$ cat config.mk
export PLATFORM = sky130hd
export DESIGN_NAME = cpwm_stage
export DESIGN_NICKNAME = d
export VERILOG_FILES = /design/src/rtl/cpwm_pkg.sv /design/src/rtl/cpwm_regs.sv /design/src/rtl/cpwm_timebase.sv /design/src/rtl/cpwm_pair.sv /design/src/rtl/cpwm_stage.sv
export SDC_FILE = /design/constraint.sdc
export NUM_CORES = 1
export LEC_CHECK = 0
export ABC_AREA = 0
export BUFFER_PORTS_ARGS = -buffer_cell sky130_fd_sc_hd__buf_2
export CAP_MARGIN = 40
export CORE_AREA = 2 2 139 141
export CTS_BUF_LIST = sky130_fd_sc_hd__clkbuf_4
export CTS_CLUSTER_DIAMETER = 80
export DETAILED_ROUTE_END_ITERATION = 8
export DIE_AREA = 0 0 141 143
export GPL_TIMING_DRIVEN = 0
export PLACE_DENSITY_LB_ADDON = 0.1
export SLEW_MARGIN = 15
export SYNTH_ARGS = -nofsm -noshare
export SYNTH_HDL_FRONTEND = slang
export SYNTH_SLANG_ARGS = --single-unit
$ cat constraint.sdc
create_clock -name clk -period 4.6 [get_ports clk]
set_clock_uncertainty 0.15 [all_clocks]
set_input_delay 0.23 -clock clk [delete_from_list [all_inputs] [get_ports clk]]
set_output_delay 0.23 -clock clk [all_outputs]
set_load 0.03 [all_outputs]
$ cat src/rtl/cpwm_pkg.sv
// Package: shared register map helpers for the complementary PWM stage.
// Assumes duty registers occupy offsets 0..PAIRS-1 and the control
// registers follow directly after them.
package cpwm_pkg;

    // Offset of the period register for a given number of pairs.
    function automatic int unsigned ofs_period(input int unsigned pairs);
        return pairs;
    endfunction

    // Offset of the per-pair mode bit register.
    function automatic int unsigned ofs_mode(input int unsigned pairs);
        return pairs + 1;
    endfunction

    // Offset of the dead-time count register.
    function automatic int unsigned ofs_dead(input int unsigned pairs);
        return pairs + 2;
    endfunction

endpackage

$ cat src/rtl/cpwm_regs.sv
// Module: write-port register file.
// Duty and period each have a shadow copy, written by software, and an
// active copy, which is loaded only on the counter-wrap edge.
// Mode bits and dead time act directly.
// Assumes DT_W <= CNT_W and PAIRS <= CNT_W; unmapped addresses are ignored.
module cpwm_regs #(
    parameter int CNT_W  = 12,
    parameter int DT_W   = 8,
    parameter int PAIRS  = 3,
    parameter int ADDR_W = 3
) (
    input  logic                        clk,
    input  logic                        rst_n,
    input  logic                        wr_en,
    input  logic [ADDR_W-1:0]           wr_addr,
    input  logic [CNT_W-1:0]            wr_data,
    input  logic                        wrap_i,
    output logic [PAIRS-1:0][CNT_W-1:0] duty_o,
    output logic [CNT_W-1:0]            period_o,
    output logic [PAIRS-1:0]            indep_o,
    output logic [DT_W-1:0]             dead_o
);
    localparam logic [ADDR_W-1:0] A_PER  = ADDR_W'(cpwm_pkg::ofs_period(PAIRS));
    localparam logic [ADDR_W-1:0] A_MODE = ADDR_W'(cpwm_pkg::ofs_mode(PAIRS));
    localparam logic [ADDR_W-1:0] A_DEAD = ADDR_W'(cpwm_pkg::ofs_dead(PAIRS));

    logic [PAIRS-1:0][CNT_W-1:0] duty_sh;
    logic [CNT_W-1:0]            period_sh;

    // Capture software writes into the shadow and direct registers.
    always_ff @(posedge clk) begin
        if (!rst_n) begin
            duty_sh   <= '0;
            period_sh <= '0;
            indep_o   <= '0;
            dead_o    <= '0;
        end else if (wr_en) begin
            for (int p = 0; p < PAIRS; p++) begin
                if (wr_addr == ADDR_W'(p)) duty_sh[p] <= wr_data;
            end
            if (wr_addr == A_PER)  period_sh <= wr_data;
            if (wr_addr == A_MODE) indep_o   <= wr_data[PAIRS-1:0];
            if (wr_addr == A_DEAD) dead_o    <= wr_data[DT_W-1:0];
        end
    end

    // Move shadow values into the active set only when the counter restarts.
    always_ff @(posedge clk) begin
        if (!rst_n) begin
            duty_o   <= '0;
            period_o <= '0;
        end else if (wrap_i) begin
            duty_o   <= duty_sh;
            period_o <= period_sh;
        end
    end

    // active values never move between wraps
    a_r8_duty_hold: assert property (@(posedge clk) disable iff (!rst_n)
        !wrap_i |=> $stable(duty_o));
    a_r8_period_hold: assert property (@(posedge clk) disable iff (!rst_n)
        !wrap_i |=> $stable(period_o));

endmodule

$ cat src/rtl/cpwm_timebase.sv
// Module: shared period counter.
// Counts up from 0 to the active period, then returns to 0.
// wrap_o marks the cycle whose clock edge restarts the count.
// Assumes period_i changes only on that same edge.
module cpwm_timebase #(
    parameter int CNT_W = 12
) (
    input  logic             clk,
    input  logic             rst_n,
    input  logic [CNT_W-1:0] period_i,
    output logic [CNT_W-1:0] cnt_o,
    output logic             wrap_o
);
    // Restart when the terminal count is reached or passed.
    always_comb wrap_o = (cnt_o >= period_i);

    // Advance or restart the period counter.
    always_ff @(posedge clk) begin
        if (!rst_n)      cnt_o <= '0;
        else if (wrap_o) cnt_o <= '0;
        else             cnt_o <= cnt_o + 1'b1;
    end

    // counter stays within the period, restarts and steps by one
    a_r2_cnt_in_range: assert property (@(posedge clk) disable iff (!rst_n)
        cnt_o <= period_i);
    a_r2_wrap_to_zero: assert property (@(posedge clk) disable iff (!rst_n)
        (cnt_o >= period_i) |=> (cnt_o == '0));
    a_r2_step_up: assert property (@(posedge clk) disable iff (!rst_n)
        (cnt_o < period_i) |=> (cnt_o == $past(cnt_o) + 1'b1));

endmodule

$ cat src/rtl/cpwm_pair.sv
// Module: one half-bridge output pair.
// Compares the shared count with the pair's duty value and produces the
// upper (main) and lower gate signals.
// In complementary mode each output's rise waits until its request has
// been held for dead_i cycles. Any fall is immediate.
// Outputs are registered: one cycle behind the counter value.
module cpwm_pair #(
    parameter int CNT_W = 12,
    parameter int DT_W  = 8
) (
    input  logic             clk,
    input  logic             rst_n,
    input  logic [CNT_W-1:0] cnt_i,
    input  logic [CNT_W-1:0] duty_i,
    input  logic             indep_i,
    input  logic [DT_W-1:0]  dead_i,
    output logic             hi_o,
    output logic             lo_o
);
    logic            level;
    logic            req_hi;
    logic            req_lo;
    logic [DT_W-1:0] hi_wait_q;
    logic [DT_W-1:0] lo_wait_q;

    // Duty comparison and per-mode output requests.
    always_comb begin
        level  = (cnt_i < duty_i);
        req_hi = level;
        req_lo = indep_i ? level : ~level;
    end

    // Count how long each request has been held, saturating at the maximum.
    always_ff @(posedge clk) begin
        if (!rst_n) begin
            hi_wait_q <= '0;
            lo_wait_q <= '0;
        end else begin
            hi_wait_q <= !req_hi ? '0 : ((hi_wait_q == '1) ? hi_wait_q : hi_wait_q + 1'b1);
            lo_wait_q <= !req_lo ? '0 : ((lo_wait_q == '1) ? lo_wait_q : lo_wait_q + 1'b1);
        end
    end

    // Register the gated outputs; once high, an output holds while requested.
    always_ff @(posedge clk) begin
        if (!rst_n) begin
            hi_o <= 1'b0;
            lo_o <= 1'b0;
        end else begin
            hi_o <= req_hi & (indep_i | hi_o | (hi_wait_q >= dead_i));
            lo_o <= req_lo & (indep_i | lo_o | (lo_wait_q >= dead_i));
        end
    end

    // never both on after a complementary-mode edge
    a_r5_no_overlap: assert property (@(posedge clk) disable iff (!rst_n)
        !indep_i |=> !(hi_o && lo_o));
    // independent mode drives both outputs alike
    a_r7_indep_follow: assert property (@(posedge clk) disable iff (!rst_n)
        indep_i |=> (hi_o == lo_o));
    // with a nonzero dead time, the upper rise follows a low partner
    a_r6_hi_gap: assert property (@(posedge clk) disable iff (!rst_n)
        (!$past(indep_i) && ($past(dead_i) != '0) && $rose(hi_o)) |-> $past(!lo_o));
    a_r6_lo_gap: assert property (@(posedge clk) disable iff (!rst_n)
        (!$past(indep_i) && ($past(dead_i) != '0) && $rose(lo_o)) |-> $past(!hi_o));

endmodule

$ cat src/rtl/cpwm_stage.sv
// Module: top of the complementary PWM stage.
// Ties the register file, the shared time base and one output pair per
// duty register together. Pair k drives pwm_o[2k+1] (upper switch) and
// pwm_o[2k] (lower switch).
// Assumes ADDR_W can hold PAIRS+2.
module cpwm_stage #(
    parameter int CNT_W  = 12,
    parameter int DT_W   = 8,
    parameter int PAIRS  = 3,
    parameter int ADDR_W = 3
) (
    input  logic                 clk,
    input  logic                 rst_n,
    input  logic                 wr_en,
    input  logic [ADDR_W-1:0]    wr_addr,
    input  logic [CNT_W-1:0]     wr_data,
    output logic [2*PAIRS-1:0]   pwm_o
);
    logic [PAIRS-1:0][CNT_W-1:0] duty;
    logic [CNT_W-1:0]            period;
    logic [PAIRS-1:0]            indep;
    logic [DT_W-1:0]             dead;
    logic [CNT_W-1:0]            cnt;
    logic                        wrap;

    cpwm_regs #(.CNT_W(CNT_W), .DT_W(DT_W), .PAIRS(PAIRS), .ADDR_W(ADDR_W)) regs_i (
        .clk(clk), .rst_n(rst_n), .wr_en(wr_en), .wr_addr(wr_addr), .wr_data(wr_data),
        .wrap_i(wrap), .duty_o(duty), .period_o(period), .indep_o(indep), .dead_o(dead)
    );

    cpwm_timebase #(.CNT_W(CNT_W)) tb_i (
        .clk(clk), .rst_n(rst_n), .period_i(period), .cnt_o(cnt), .wrap_o(wrap)
    );

    // One output pair per duty register.
    for (genvar k = 0; k < PAIRS; k++) begin : g_pair
        cpwm_pair #(.CNT_W(CNT_W), .DT_W(DT_W)) pair_i (
            .clk(clk), .rst_n(rst_n), .cnt_i(cnt), .duty_i(duty[k]),
            .indep_i(indep[k]), .dead_i(dead),
            .hi_o(pwm_o[2*k+1]), .lo_o(pwm_o[2*k])
        );
    end

endmodule

======== Yosys cells after proc, flatten, opt, wreduce, memory -nomap -nowiden ========
Index checks and enable logic that the tools add are counted.
word-level totals
  bits in registers ....................... 173
  input bits .............................. 18
  output and inout port bits .............. 6
  logic and storage cells ................. 90
cells by class
  add/subtract/negate cells ............... 7
  order comparisons ....................... 10
  equal/unequal tests ..................... 11
  mux-type cells .......................... 3
  bitwise logic cells ..................... 22
  reductions and logical operators ........ 14
operators by type and width
  operator               count
  $add 8x1->8 const B    6
  $eq 8x8->1 const B     6
  $ge 8x8->1             6
  $lt 12x12->1           3
  $reduce_and 2->1       12
  $add 12x1->12 const B  1
  $ge 12x12->1           1
  $or 1x1->1             12
  $and 1x1->1            6
  $eq 3x2->1 const B     2
  $eq 3x3->1 const B     2
  $not 1->1              4
  $eq 3x1->1 const B     1
  $logic_not 3->1        1
  $mux 1                 3
  $reduce_or 2->1        1

======== Depth between registers and ports, before layout ========
  depth after elaboration ................. 4
  depth in mapped cells ................... 9
  depth with buffers taken out ............ 7

======== Cells and area by module ========
A second synthesis with hierarchy kept.
unflattened totals
  cell total of the unflattened synthesis .. 987
  area total of the unflattened synthesis .. 9325.2 um2
modules (own cells, without submodules)
  module         times used  cells an instance  area an instance (um2)  seq. area each (um2)
  cpwm_pair      3           176                1497.7                  360.3
  cpwm_regs      1           363                3986.3                  2142.1
  cpwm_timebase  1           96                 845.8                   240.2

======== Worst setup path after synthesis ========
Ideal clock, no wire load.
  kind .................................... register -> register
  from .................................... register tb_i.cnt_o[0]
  to ...................................... register tb_i.cnt_o[0]
  setup time .............................. 116 ps
  data arrival time ....................... 1780 ps
  data required time ...................... 4334 ps
  setup slack ............................. 2555 ps
  stages on the path, launching flop included .. 10
  path buffers ............................ 2
  clock period less this slack ............ 2045 ps
  cell sequence ........................... dfxtp_1 inv_1 ha_1 nor2b_1 o21ai_2 a221oi_2 o311a_1 buf_6 buf_2 and3_1
on the way
  longest elaborated chain between the ends .. 2
  elaborated cells between the ends (all ways) .. 3
  classes of those cells .................. add/sub: 1; order compare: 1; reduce/logical: 1
ends and longest elaborated chain
  item                              line                 RTL
  start: declaration                cpwm_timebase.sv:11  output logic [CNT_W-1:0] cnt_o,
  start signal: assignment          cpwm_timebase.sv:21  else cnt_o <= cnt_o + 1'b1;
  $ge 12x12->1                      cpwm_timebase.sv:15  always_comb wrap_o = (cnt_o >= period_i);
  $reduce_or 2->1 (no source line)  n/a
Several ways; a longest one is shown, not always the timed one.
A chain may end at the register's enable or synchronous reset.

======== Final worst setup path ========
  from .................................... register tb_i.cnt_o[2]
  to ...................................... register g_pair[1].pair_i.lo_wait_q[6]
on the way
  longest elaborated chain between the ends .. 4
ends and longest elaborated chain
  item                                   line             RTL
  $lt 12x12->1 (*)                       cpwm_pair.sv:28  level = (cnt_i < duty_i);
  $not 1->1                              cpwm_pair.sv:30  req_lo = indep_i ? level : ~level;
  $mux 1 (*)                             cpwm_pair.sv:30
  $reduce_and 2->1 (no source line) (*)  n/a
  end signal: assignment                 cpwm_pair.sv:40  lo_wait_q <= !req_lo ? '0 : ((lo_wait_q == '1) ? lo_wait_q : lo_wait_q + 1'b1);
  end: declaration                       cpwm_pair.sv:24  logic [DT_W-1:0] lo_wait_q;
Mark *: on every way between the ends. The rest lies on a longest branch, timed or not.

==> metrics.yaml <==
synth_compound_area_share_pct: 12.0
antenna_found_initial: 1
synthTopCellsByArea: "dfxtp_1 38%, ha_1 14%, nand2_1 10%"
syn_inst: 1093
async_flop_share_pct: 0
start_util_pct: 49.3
wl_per_cell_um: 15.9
crit_type: "reg -> reg"
cts_buffer_depth: 2
detail-route-antenna-nets: 0
die_h_um: 143
grt_use_total_pct: 23.2
synth.most_common_cell: "nand2_1"
synth_warnings: 0
fin_area_mm2: 0.00999
finalWorstSetupSlack_ns: 1.98
pre_cts_slack_ns: 2.01
yosysTopAreaCell: "dfxtp_1"
path_clk_slew_ns: 0.16
ctsResizeCount: 0
ys_seq_elements: 173
setup_viol: 0
period_minus_slack_ns: 2.62
cts_sinks: 173
tightest_slew_ns: 0.768
firstDrtPassIters: 7
cp.required_ns: 4.89
vias_per_cell: 5.29
drv_slew: 0
holdWs_ns: 0.0694
post-route-util_pct: 53.8
drc: 0
cts.root.buffer_cell: "clkbuf_4"
ys.flop_type: "dfxtp_1"
gp_routability_congestion: 0.800
rsz0062_at_grt: "no"
grt.busiest_layer: "met2"
ios: 24
synth_fp_nets: 1211
die_area_mm2: 0.0202
core.rowCount: 50
status: "finished, final reports clean"
slew-limit-headroom_pct: 48.4
io_buffers: 22
worst-endpoint-arrival_ns: 2.91
synth.top_cell.area_share_pct: 37.8
power.leakage_nw: 3.90
htreeDepth: 4
finalPower_mw: 2.78
muxShareOfSynthArea_pct: 6.70
maxCapViolations: 0
vias: 7400
layout-drive-gt1-share_pct: 8.43
cts_made_buffers: 17
grtUsageMet1_pct: 34.3
syn2layout_area_growth_pct: 9.16
fmax_mhz: 382
place_inst: 1349
grt_pass1_wl_um: 36500
hold_class: "in -> reg"
grt_max_degree: 18
synth_top_family_by_area: "simple AND/OR/NAND/NOR gates"
use_met2_pct: 35.3
netlist_area_mm2: 0.00915
grt_pass1_vias: 6993
cts_hold_buf: 17
crit_path_start_kind: "flop"
fillCellCount: 1762
synth_edf_count: 0
ys_types: 48
vdd_drop_max_mv: 0.169
yosys-top-cells-count: "244 x nand2_1, 173 x dfxtp_1, 100 x ha_1"
fin_crit_sh_pct: 56.9
avgSynthCellArea_um2: 8.37
hold_viol: 0
dr.first_iter.drc_count: 423
grt-ovfl-total: 0
place_area_mm2: 0.00956
end_kind: "flop"
hpwlAfterDp_um: 16200
synth-simple-area-share_pct: 22.3
fin_cells: 1398
core_region_area_mm2: 0.0186
nNetsFinal: 1269
cts_tree: "built"
grtUsageMet3_pct: 3.79
worstPathMaxFanout: 9
clk_latency_ns: 0.59
die_x_um: 141
power_density_mw_per_mm2: 279
ys_seq_area_share_pct: 37.8
synthXorXnorAreaFrac_pct: 2.01
wl_um: 22200
setup_tns_ns: 0
post_cts_buffers: 0
synth_fa_ha_area_share_pct: 13.7
[power by group]
part | internal [mW] | total [mW] | switching [mW]
combinational | 0.152 | 0.357 | 0.205
sequential | 1.54 | 1.58 | 0.0364
clock | 0.245 | 0.852 | 0.607
total | 1.94 | 2.78 | 0.849
[worst paths after layout]
path,start,endpoint,slack [ns],cells after the start
max,tb_i.cnt_o[2]$_SDFF_PP0_,g_pair[1].pair_i.lo_wait_q[6]$_SDFFE_PN0P_,1.98,6
min,wr_en,regs_i.dead_o[2]$_SDFFE_PN0P_,0.07,4
max reg2reg,tb_i.cnt_o[2]$_SDFF_PP0_,g_pair[1].pair_i.lo_wait_q[6]$_SDFFE_PN0P_,1.98,6
min reg2reg,regs_i.dead_o[2]$_SDFFE_PN0P_,regs_i.dead_o[2]$_SDFFE_PN0P_,0.31,2
[state kept, by name, summed over array words and instances (netlist names)]
register,cells
regs_i.period_o,12
g_pair.pair_i.hi_wait_q,24
g_pair.pair_i.hi_o,3
regs_i.dead_o,8
tb_i.cnt_o,12
regs_i.period_sh,12
g_pair.pair_i.lo_o,3
regs_i.duty_sh,36
g_pair.pair_i.lo_wait_q,24
regs_i.indep_o,3
regs_i.duty_o,36
[worst max-delay path, stage by stage (launching register included)]
cell	delay [ns]
dfxtp_1	0.65
ha_1	0.34
a211oi_1	0.27
o21ai_1	0.14
a21o_1	0.21
a211oi_2	0.60
nor3_1	0.13
[placed cells by master (no fill, tap or decap), types with 15 or more instances in the layout]
cell type / count
buf_2: 34
clkbuf_1: 22
nor3_1: 23
ha_1: 100
o21ai_0: 20
a31oi_1: 17
nor2_1: 65
mux2i_1: 59
and3_1: 29
a21oi_1: 88
dlygate4sd3_1: 17
nand3_1: 27
nand4_1: 15
inv_1: 61
xnor2_1: 18
clkbuf_4: 18
dfxtp_1: 173
nand2_1: 244
[logic make-up (layout without fill, tap and decap cells)]
logic type               Yosys count  in the layout
flip-flops                       173            173
AND/OR/NAND/NOR                  452            452
AO/OA/AOI/OAI                    176            176
adder cells (fa/ha/maj)          100            100
XOR/XNOR                          21             21
buffers and inverters            110            180
other                              0              1
multiplexers                      61             61
[metal layers]
metal | routed length, um | up-vias | share of wire (%)
li1 | - | 3867 | -
met5 | 0 | - | 0
met3 | 744 | 23 | 3.3
met4 | 325 | 0 | 1.5
met2 | 9430 | 121 | 42
met1 | 11700 | 3389 | 53
[final cells by class]
cell class	count	area, um2	area share (%)
flip-flops and latches	173	3460	34.7
multi-input cells	810	5180	51.9
clock inverters	13	128	1.28
clock buffers	18	135	1.35
repair buffers	39	280	2.80
well taps	234	293	2.93
plain buffers	48	274	2.74
diodes	1	2.50	0.0250
inverters	62	233	2.33
Note: power is estimated with default switching activity, not from simulation.
